## src/rtl/qsd_pkg.sv

```systemverilog
package qsd_pkg;
  // action taken on the serial shift path in one system cycle
  typedef enum logic [1:0] {
    PATH_HOLD    = 2'd0,
    PATH_SHIFT   = 2'd1,
    PATH_CAPTURE = 2'd2
  } path_act_t;
endpackage

```

## src/rtl/qsd_edge_sync.sv

```systemverilog
module qsd_edge_sync #(
  parameter int W      = 3,
  parameter int STAGES = 2
) (
  input  logic         clk,
  input  logic         rst,
  input  logic [W-1:0] raw_in,
  output logic [W-1:0] lvl,
  output logic [W-1:0] rise,
  output logic [W-1:0] fall
);
  logic [W-1:0] stg [STAGES];
  logic [W-1:0] prev_q;

  for (genvar g = 0; g < STAGES; g++) begin : g_stg
    if (g == 0) begin : g_first
      always_ff @(posedge clk) begin
        if (rst) stg[g] <= '0;
        else     stg[g] <= raw_in;
      end
    end else begin : g_next
      always_ff @(posedge clk) begin
        if (rst) stg[g] <= '0;
        else     stg[g] <= stg[g-1];
      end
    end
  end

  always_ff @(posedge clk) begin
    if (rst) prev_q <= '0;
    else     prev_q <= stg[STAGES-1];
  end

  assign lvl  = stg[STAGES-1];
  assign rise = stg[STAGES-1] & ~prev_q;
  assign fall = ~stg[STAGES-1] & prev_q;
endmodule

```

## src/rtl/qsd_shift_path.sv

```systemverilog
module qsd_shift_path
  import qsd_pkg::*;
#(
  parameter int NCH = 4
) (
  input  logic           clk,
  input  logic           clr,
  input  path_act_t      act,
  input  logic           sclk_fall,
  input  logic           din,
  input  logic [NCH-1:0] load_val,
  output logic [NCH-1:0] sreg,
  output logic           dout
);
  always_ff @(posedge clk) begin
    if (clr) begin
      sreg <= '0;
      dout <= 1'b0;
    end else begin
      unique case (act)
        PATH_CAPTURE: begin
          sreg <= load_val;
          dout <= load_val[NCH-1];
        end
        PATH_SHIFT: sreg <= {sreg[NCH-2:0], din};
        default: if (sclk_fall) dout <= sreg[NCH-1];
      endcase
    end
  end
endmodule

```

## src/rtl/qsd_fault_keep.sv

```systemverilog
module qsd_fault_keep #(
  parameter int NCH = 4
) (
  input  logic           clk,
  input  logic           clr,
  input  logic [NCH-1:0] flags_in,
  output logic [NCH-1:0] sticky,
  output logic           pull
);
  always_ff @(posedge clk) begin
    if (clr) begin
      sticky <= '0;
      pull   <= 1'b0;
    end else begin
      sticky <= sticky | flags_in;
      pull   <= |sticky;
    end
  end
endmodule

```

## src/rtl/quad_serial_drv_ctrl.sv

```systemverilog
module quad_serial_drv_ctrl
  import qsd_pkg::*;
#(
  parameter int NCH         = 4,
  parameter int SYNC_STAGES = 2
) (
  input  logic           clk,
  input  logic           rst,
  input  logic           chain_din,
  input  logic           shift_clk,
  input  logic           load_strobe,
  input  logic           clear_req,
  input  logic           drive_disable,
  input  logic [NCH-1:0] fault_flags,
  output logic           chain_dout,
  output logic [NCH-1:0] drive_en,
  output logic           fault_pull
);
  localparam int NPIN  = 3;
  localparam int P_DIN = 0;
  localparam int P_SCK = 1;
  localparam int P_LAT = 2;

  logic [NPIN-1:0] pin_lvl, pin_rise, pin_fall;
  logic            clr;
  logic            sclk_rise, sclk_fall, lat_rise;
  path_act_t       act;
  logic [NCH-1:0]  sreg, sticky, out_q;

  qsd_edge_sync #(.W(NPIN), .STAGES(SYNC_STAGES)) u_sync (
    .clk    (clk),
    .rst    (rst),
    .raw_in ({load_strobe, shift_clk, chain_din}),
    .lvl    (pin_lvl),
    .rise   (pin_rise),
    .fall   (pin_fall)
  );

  assign clr       = rst | clear_req;
  assign sclk_rise = pin_rise[P_SCK];
  assign sclk_fall = pin_fall[P_SCK];
  assign lat_rise  = pin_rise[P_LAT];

  // load has priority over a coincident shift edge
  always_comb begin
    if (lat_rise)       act = PATH_CAPTURE;
    else if (sclk_rise) act = PATH_SHIFT;
    else                act = PATH_HOLD;
  end

  qsd_fault_keep #(.NCH(NCH)) u_fault (
    .clk      (clk),
    .clr      (clr),
    .flags_in (fault_flags),
    .sticky   (sticky),
    .pull     (fault_pull)
  );

  qsd_shift_path #(.NCH(NCH)) u_path (
    .clk       (clk),
    .clr       (clr),
    .act       (act),
    .sclk_fall (sclk_fall),
    .din       (pin_lvl[P_DIN]),
    .load_val  (sticky),
    .sreg      (sreg),
    .dout      (chain_dout)
  );

  always_ff @(posedge clk) begin
    if (clr) begin
      out_q    <= '0;
      drive_en <= '0;
    end else begin
      if (lat_rise) out_q <= sreg;
      drive_en <= out_q & ~{NCH{drive_disable}};
    end
  end
endmodule

```

## config.mk

```make
export PLATFORM = sky130hd
export DESIGN_NAME = quad_serial_drv_ctrl
export DESIGN_NICKNAME = d
export VERILOG_FILES = /design/src/rtl/qsd_pkg.sv /design/src/rtl/qsd_edge_sync.sv /design/src/rtl/qsd_shift_path.sv /design/src/rtl/qsd_fault_keep.sv /design/src/rtl/quad_serial_drv_ctrl.sv
export SDC_FILE = /design/constraint.sdc
export NUM_CORES = 1
export LEC_CHECK = 0
export BUFFER_PORTS_ARGS = -buffer_cell sky130_fd_sc_hd__buf_2
export CORE_MARGIN = 2
export CORE_UTILIZATION = 30
export DETAILED_ROUTE_END_ITERATION = 16
export GPL_ROUTABILITY_DRIVEN = 1
export PLACE_DENSITY = 0.59
export SLEW_MARGIN = 20
export SYNTH_ARGS = -nofsm -noshare
export SYNTH_HDL_FRONTEND = slang
export SYNTH_HIERARCHICAL = 1
export SYNTH_SLANG_ARGS = --single-unit
```

## constraint.sdc

```tcl
create_clock -name clk -period 2.9 [get_ports clk]
set_clock_uncertainty 0.05 [all_clocks]
set_input_delay 0.29 -clock clk [delete_from_list [all_inputs] [get_ports clk]]
set_output_delay 0.29 -clock clk [all_outputs]
set_load 0.01 [all_outputs]
```

Yosys cells after proc, flatten, opt, wreduce, memory -nomap -nowiden
Memory sizes are Yosys's and may differ from the RTL's.
Cells that the tools add are included.
Widths: inputs -> output; s select.
{ "word_totals": {"ff_bits": 21, "mem_bits_rw": 6, "word_cells": 35, "out_inout_bits": 6, "memories": 1} }
{ "mem_list": {"columns": ["name", "words", "width", "read_ports", "rd_clocked_by_memory_dff", "wr", "line", "source"], "rows": [
  ["u_sync.stg", 2, 3, 2, 0, 2, "qsd_edge_sync.sv:12", "logic [W-1:0] stg [STAGES];"]
]} }
{ "op_classes": {"n_mux": 10, "reduce_logical": 4, "eq_ne": 2, "n_bitwise": 11} }
{ "op_table": {"columns": ["cell", "count"], "rows": [
  ["$pmux 4 s2", 1],
  ["$mux 3", 2],
  ["$mux 1", 5],
  ["$and 4x4->4", 1],
  ["$not 4->4", 1],
  ["$or 4x4->4", 1],
  ["$reduce_bool 2->1", 2],
  ["$reduce_or 4->1", 1],
  ["$and 3x3->3", 1],
  ["$not 3->3", 1],
  ["$or 1x1->1", 3],
  ["$and 2x2->2", 1],
  ["$eq 2x1->1 const B", 1],
  ["$eq 2x2->1 const B", 1],
  ["$mux 2", 1],
  ["$not 2->2", 1],
  ["$pmux 1 s2", 1],
  ["$reduce_and 2->1", 1],
  ["$not 1->1", 1]
]} }

Longest topological paths before layout
Gate-level depths: netlist of run 1.
{ "depth": {"ltp_word": 7, "ltp_mapped": 8, "ltp_nobuf": 7} }

Cells and area by module
The synthesis of run 1 kept the hierarchy.
{ "modules_own_cells": {"columns": ["module", "cells_each", "instances", "area_each_um2"], "rows": [
  ["qsd_shift_path", 31, 1, 282.8],
  ["qsd_edge_sync", 24, 1, 274.0],
  ["quad_serial_drv_ctrl", 25, 1, 267.8],
  ["qsd_fault_keep", 15, 1, 140.1]
]} }

Worst setup path after synthesis of run 1
Ideal clock, no wire load.
{ "synth_path": {"path_kind": "flip-flop to flip-flop", "start": "memory u_sync.stg[1][2]", "end": "register u_path.sreg[0]", "t_required_ns": 2.728, "setup_slack_ns": 1.287, "path_stages_with_launch": 9, "arrival_ns": 1.442, "setup_ns": 0.122, "path_buffers": 1, "cell_sequence": "dfxtp_1 > nor2b_1 > buf_2 > nor2b_1 > inv_1 > ha_1 > nand2_1 > o21ai_0 > nor2b_1"} }
{ "synth_lines": {"columns": ["element", "line", "source"], "rows": [
  ["from (decl)", "qsd_edge_sync.sv:12", null],
  ["to (signal assigned)", "qsd_shift_path.sv:22", "sreg <= load_val;"],
  ["to (signal assigned)", "qsd_shift_path.sv:25", "PATH_SHIFT: sreg <= {sreg[NCH-2:0], din};"],
  ["to (decl)", "qsd_shift_path.sv:12", "output logic [NCH-1:0] sreg,"]
]} }

==> metrics, run 1 <==
ANT cells 0; Setup CP Type register to register; Die X 59.4 microns; drt initial violations 3; initial antenna violation count 0; nets@finish 123; VDD IR max 0.191 mV; cell family with most CP delay simple AND/OR/NAND/NOR gates; Vias 610; CTS H-tree lvls 1; Reg2Reg Setup Slack 970 ps; FILL cells 299; global-route wire length before repair 2300 microns; Num Clock Sinks 26; CP max stage cell nor2b_1; Die Y 59.4 microns; GPL Wtd Cong 0.763; Die ar. 3520 sq um; Area after DPL 1030 sq um; RSZ-0062 raised after global routing no; critical path's largest stage delay 520 ps; CP required 3030 ps; Post-Route WL 1460 microns; Slew Limit Fails 0; status completed; Core ar. 2980 sq um; min Tclk post-route 1930 ps; Crit. End Element register; GR Util All Layers 0.0893; Crit path top cell by count nor2b_1; num ports 17; average footprint of a synthesized cell 10.2 sq um; Area growth, synth to finish 14.6%; final hold vios 0; CTS Buf Count 3; WP data arrival 2060 ps; design area 1050 sq um; multi-input logic area 378 sq um; Avg Vias per Cell 4.36; Buf/Inv on CP 0; Non-Filler Instances 140; most common cell after layout, fill and taps aside dfxtp_1; Clock transition at path regs 130 ps; TritonRoute pass-1 iters 2; layout cell share with drive strength beyond 1 0.178; Antenna Nets Post-Route 0; MaxCap Viol Count 0; Worst Path Max Fanout 7; post-CTS sizing 0; final clock period utilization by the worst path 0.667; crit start category register; fmax 517 MHz; GRT overflow 0; Tightest Hold Check Type input port to register; Routed WL per cell 10.5 microns; FP Rows 20; power per cell area 525 nW/um^2; Worst Max-Slew Pin Slew 782 ps; total chip power 0.554 mW; starting density of the core 0.309; crit path cell chain nor2b_1 > nor2b_1 > ha_1 > mux2i_1 > o21ai_0 > nor2b_1; largest net degree at the start of global routing 15; Slew Limit Headroom 0.479; IO Port Bufs 16; DRC viols 0; final setup fails 0; most frequent cells in the layout dfxtp_1 (26), nor2b_1 (16), buf_2 (16), nor2_1 (13), mux2i_1 (8); Synth Cell Area 920 sq um; worst skew pair latency 310 ps; vias in the first global route 516; postcts setup bufs 0; LEAKAGE 0.421 nW; clk buf depth 2; Synth Instances 90; post-synth net total 104; Root Buffer clkbuf_4; Hold Buf Count CTS 0; Final TNS setup 0 ps; CTS tree yes; register area 520 sq um; total number of yosys warnings 6; cell count after placement 137
## cell type report
type | instances | share of cell area
Sequential cell | 26 | 0.494
Inverter | 3 | 0.0107
Multi-Input combinational cell | 59 | 0.359
Timing Repair Buffer | 16 | 0.0760
Clock buffer | 3 | 0.0214
Tap cell | 33 | 0.0392
## routing by layer
layer,track usage,vias up,share of wire
met5,0,-,0
met4,0.0390,0,0.0068
met3,0.0349,2,0.053
met2,0.132,13,0.42
met1,0.115,268,0.52
li1,-,327,-
## stage by stage
step,util,hold slack [ps],worst slack (ps)
2_1_floorplan,-,312,1300
3_3_place_gp,0.346,368,1070
3_5_place_dp,0.346,377,988
4_1_cts,0.354,121,960
5_1_grt,0.354,112,829
6_report,0.354,128,965
## power by group
part,leakage (nW),internal (mW),switching [mW]
Sequential,0.212,0.366,0.00466
Clock,0.0138,0.0485,0.0971
Combinational,0.196,0.0182,0.0190
## sequential cells by signal (all words and copies together), names as in the netlist
register / cells
u_path/dout: 1
u_fault/pull: 1
drive_en: 4
u_sync/stg: 6
u_fault/sticky: 4
u_path/sreg: 4
out_q: 4
u_sync/prev_q: 2
## worst paths after layout
kind | start | end | depth (start not counted)
hold / removal | load_strobe | u_sync/stg[0][2]$_SDFF_PP0_ | 2
hold reg to reg | u_sync/stg[0][0]$_SDFF_PP0_ | u_sync/stg[1][0]$_SDFF_PP0_ | 1
setup / recovery | u_sync/stg[1][2]$_SDFF_PP0_ | u_path/sreg[2]$_SDFFE_PP0P_ | 6
setup reg to reg | u_sync/stg[1][2]$_SDFF_PP0_ | u_path/sreg[2]$_SDFFE_PP0P_ | 6
No activity file was read; power rests on OpenSTA's default activity.
==> run 2: changes to the inputs <==
--- a/config.mk
+++ b/config.mk
@@ -10,7 +10,7 @@
 export CORE_UTILIZATION = 30
 export DETAILED_ROUTE_END_ITERATION = 16
 export GPL_ROUTABILITY_DRIVEN = 1
-export PLACE_DENSITY = 0.59
+export PLACE_DENSITY = 0.61
 export SLEW_MARGIN = 20
 export SYNTH_ARGS = -nofsm -noshare
 export SYNTH_HDL_FRONTEND = slang
==> constraint.sdc (replaced) <==
create_clock -name clk -period 1.55 [get_ports clk]
set_clock_uncertainty 0.05 [all_clocks]
set_input_delay 0.155 -clock clk [delete_from_list [all_inputs] [get_ports clk]]
set_output_delay 0.155 -clock clk [all_outputs]
set_load 0.01 [all_outputs]
==> run 2 against run 1 <==
Net effect:
- sequential share of layout area is 6.2 points lower
- clock power is 130% higher
- non-clock buffer count is 9 higher
- maximum frequency is 26% higher
- global-route usage is 1.0 points higher
- critical path depth is 1 higher
- design area is 15% higher
- first-iteration DRC count is 33% higher
- worst setup slack worse by 950 ps
- final cell count is 7.1% higher
- worst hold slack worse by 54 ps
- via count is 9.5% higher
- critical path type unchanged
==> metrics, run 2 (same netlist as run 1, synthesis figures left out) <==
ANT cells 0; FP Rows 20; design area 1210 sq um; cell count after placement 139; largest net degree at the start of global routing 15; Slew Limit Fails 0; Clk pwr share 0.295; Layout Utilization 0.406; Core ar. 2980 sq um; Post-Route WL 1590 microns; Routed WL per cell 10.6 microns; Sw Share 0.215; Hold Path Sink u_sync/stg[1][1]$_SDFF_PP0_; Worst Max-Slew Pin Slew 363 ps; DRC viols 0; CTS H-tree lvls 1; LEAKAGE 0.473 nW; postcts setup bufs 0; CP required 1720 ps; CTS tree yes; layout cell share with drive strength beyond 1 0.265; Reg2Reg Setup Slack 20 ps; worst skew pair latency 320 ps; Gate power share 0.089; Hold Crit Depth 2; fmax 653 MHz; Most flops, register u_sync/stg; Vias 668; Crit. End Element register; Setup CP Type register to register; P_sw 0.242 mW; Reg-to-Reg End u_path/dout$_SDFFE_PP0P_; max reg flops 6; MaxCap Viol Count 0; GRT overflow 0; Tightest Hold Check Type input port to register; part of the power in registers 0.616; initial antenna violation count 0; CTS Buf Count 3; Slew Limit Headroom 0.756; FILL cells 299; R2R Path Start u_sync/stg[1][1]$_SDFF_PP0_; Root Buffer clkbuf_4; Die Y 59.4 microns; WP data arrival 1700 ps; Avg Vias per Cell 4.45; Non-Filler Instances 150; final hold vios 0; Die ar. 3520 sq um; hpwl dp 1080 microns; GPL Wtd Cong 0.762; status completed; vias in the first global route 605; TritonRoute pass-1 iters 3; Worst Path Max Fanout 3; Area after DPL 1070 sq um; Final TNS setup 0 ps; min Tclk post-route 1530 ps; VDD IR max 0.615 mV; GR Util All Layers 0.0998; starting density of the core 0.309; Die X 59.4 microns; Int Pwr 0.886 mW; most frequent cells in the layout dfxtp_1 (25), buf_2 (16), nor2b_1 (14), nor2_1 (13), mux2i_1 (8); Clock transition at path regs 130 ps; power per cell area 933 nW/um^2; final clock period utilization by the worst path 0.988; most common cell after layout, fill and taps aside dfxtp_1; Hold Path Origin rst; num ports 17; Num Clock Sinks 26; final setup fails 0; nets@finish 132; Antenna Nets Post-Route 0; global-route wire length before repair 2580 microns; drt initial violations 4; R2R depth 7; clk buf depth 2; Area growth, synth to finish 31.4%; IO Port Bufs 16; RSZ-0062 raised after global routing yes; crit start category register
[run 2: area by class of cell]
class / instances / area (sq um) / area share
inverter: 3 / 11.3 / 0.00932
clock buffer: 4 / 36.3 / 0.0300
multi-input combinational: 59 / 433 / 0.358
timing repair buffer: 25 / 165 / 0.137
tap: 33 / 41.3 / 0.0342
sequential: 26 / 522 / 0.432
[run 2: power by group through the flow]
stage	clock [mW]	sequential (mW)	combinational (mW)
finish	0.333	0.694	0.100
global route	0.383	0.697	0.111
CTS	0.351	0.694	0.0937
detailed placement	0	0.709	0.0802
global placement	0	0.708	0.0781
floorplan	0	0.707	0.0516
[run 2: repair_timing]
action                     4_1_cts  5_1_grt
hold buffers                     7        0
hold endpoints to repair         7        0
gates resized for setup          0        7
setup endpoints to repair        0        3
[run 2: metal layers]
metal  wire length [microns]  GRT usage  up-vias  part of all wire
li1                        -          -      344                 -
met1                     800      0.118      303              0.50
met2                     686      0.160       17              0.43
met3                      86     0.0415        4             0.054
met4                      19     0.0390        0             0.012
met5                       0          0        -                 0
[run 2: stage by stage]
stage	total power, mW	setup WS, ps	hold slack [ps]
after floorplan	0.759	27.2	177
after global placement	0.786	117	309
final	1.13	18.9	73.3
after global routing	1.19	-67.4	52.6
after CTS	1.14	23.8	70.7
after detailed placement	0.789	56.0	320
[run 2: critical path, cell delays in order, from the launching register on]
cell	delay, ps
dfxtp_2	350
nor2b_1	120
nor2b_4	210
inv_2	60
ha_4	160
nand2b_1	80
o32ai_2	70
a2111oi_2	330
[run 2: worst max-delay path by stage]
stage	startpoint	depth (start not counted)	slack [ps]	to
global route	u_sync/stg[1][1]$_SDFF_PP0_	7	-70	u_path/dout$_SDFFE_PP0P_
floorplan	u_sync/stg[1][2]$_SDFF_PP0_	7	30	u_path/dout$_SDFFE_PP0P_
CTS	u_sync/stg[1][1]$_SDFF_PP0_	6	20	u_path/dout$_SDFFE_PP0P_
global placement	u_sync/stg[1][1]$_SDFF_PP0_	6	120	u_path/dout$_SDFFE_PP0P_
detailed placement	u_sync/stg[1][1]$_SDFF_PP0_	6	60	u_path/dout$_SDFFE_PP0P_
finish	u_sync/stg[1][1]$_SDFF_PP0_	7	20	u_path/dout$_SDFFE_PP0P_
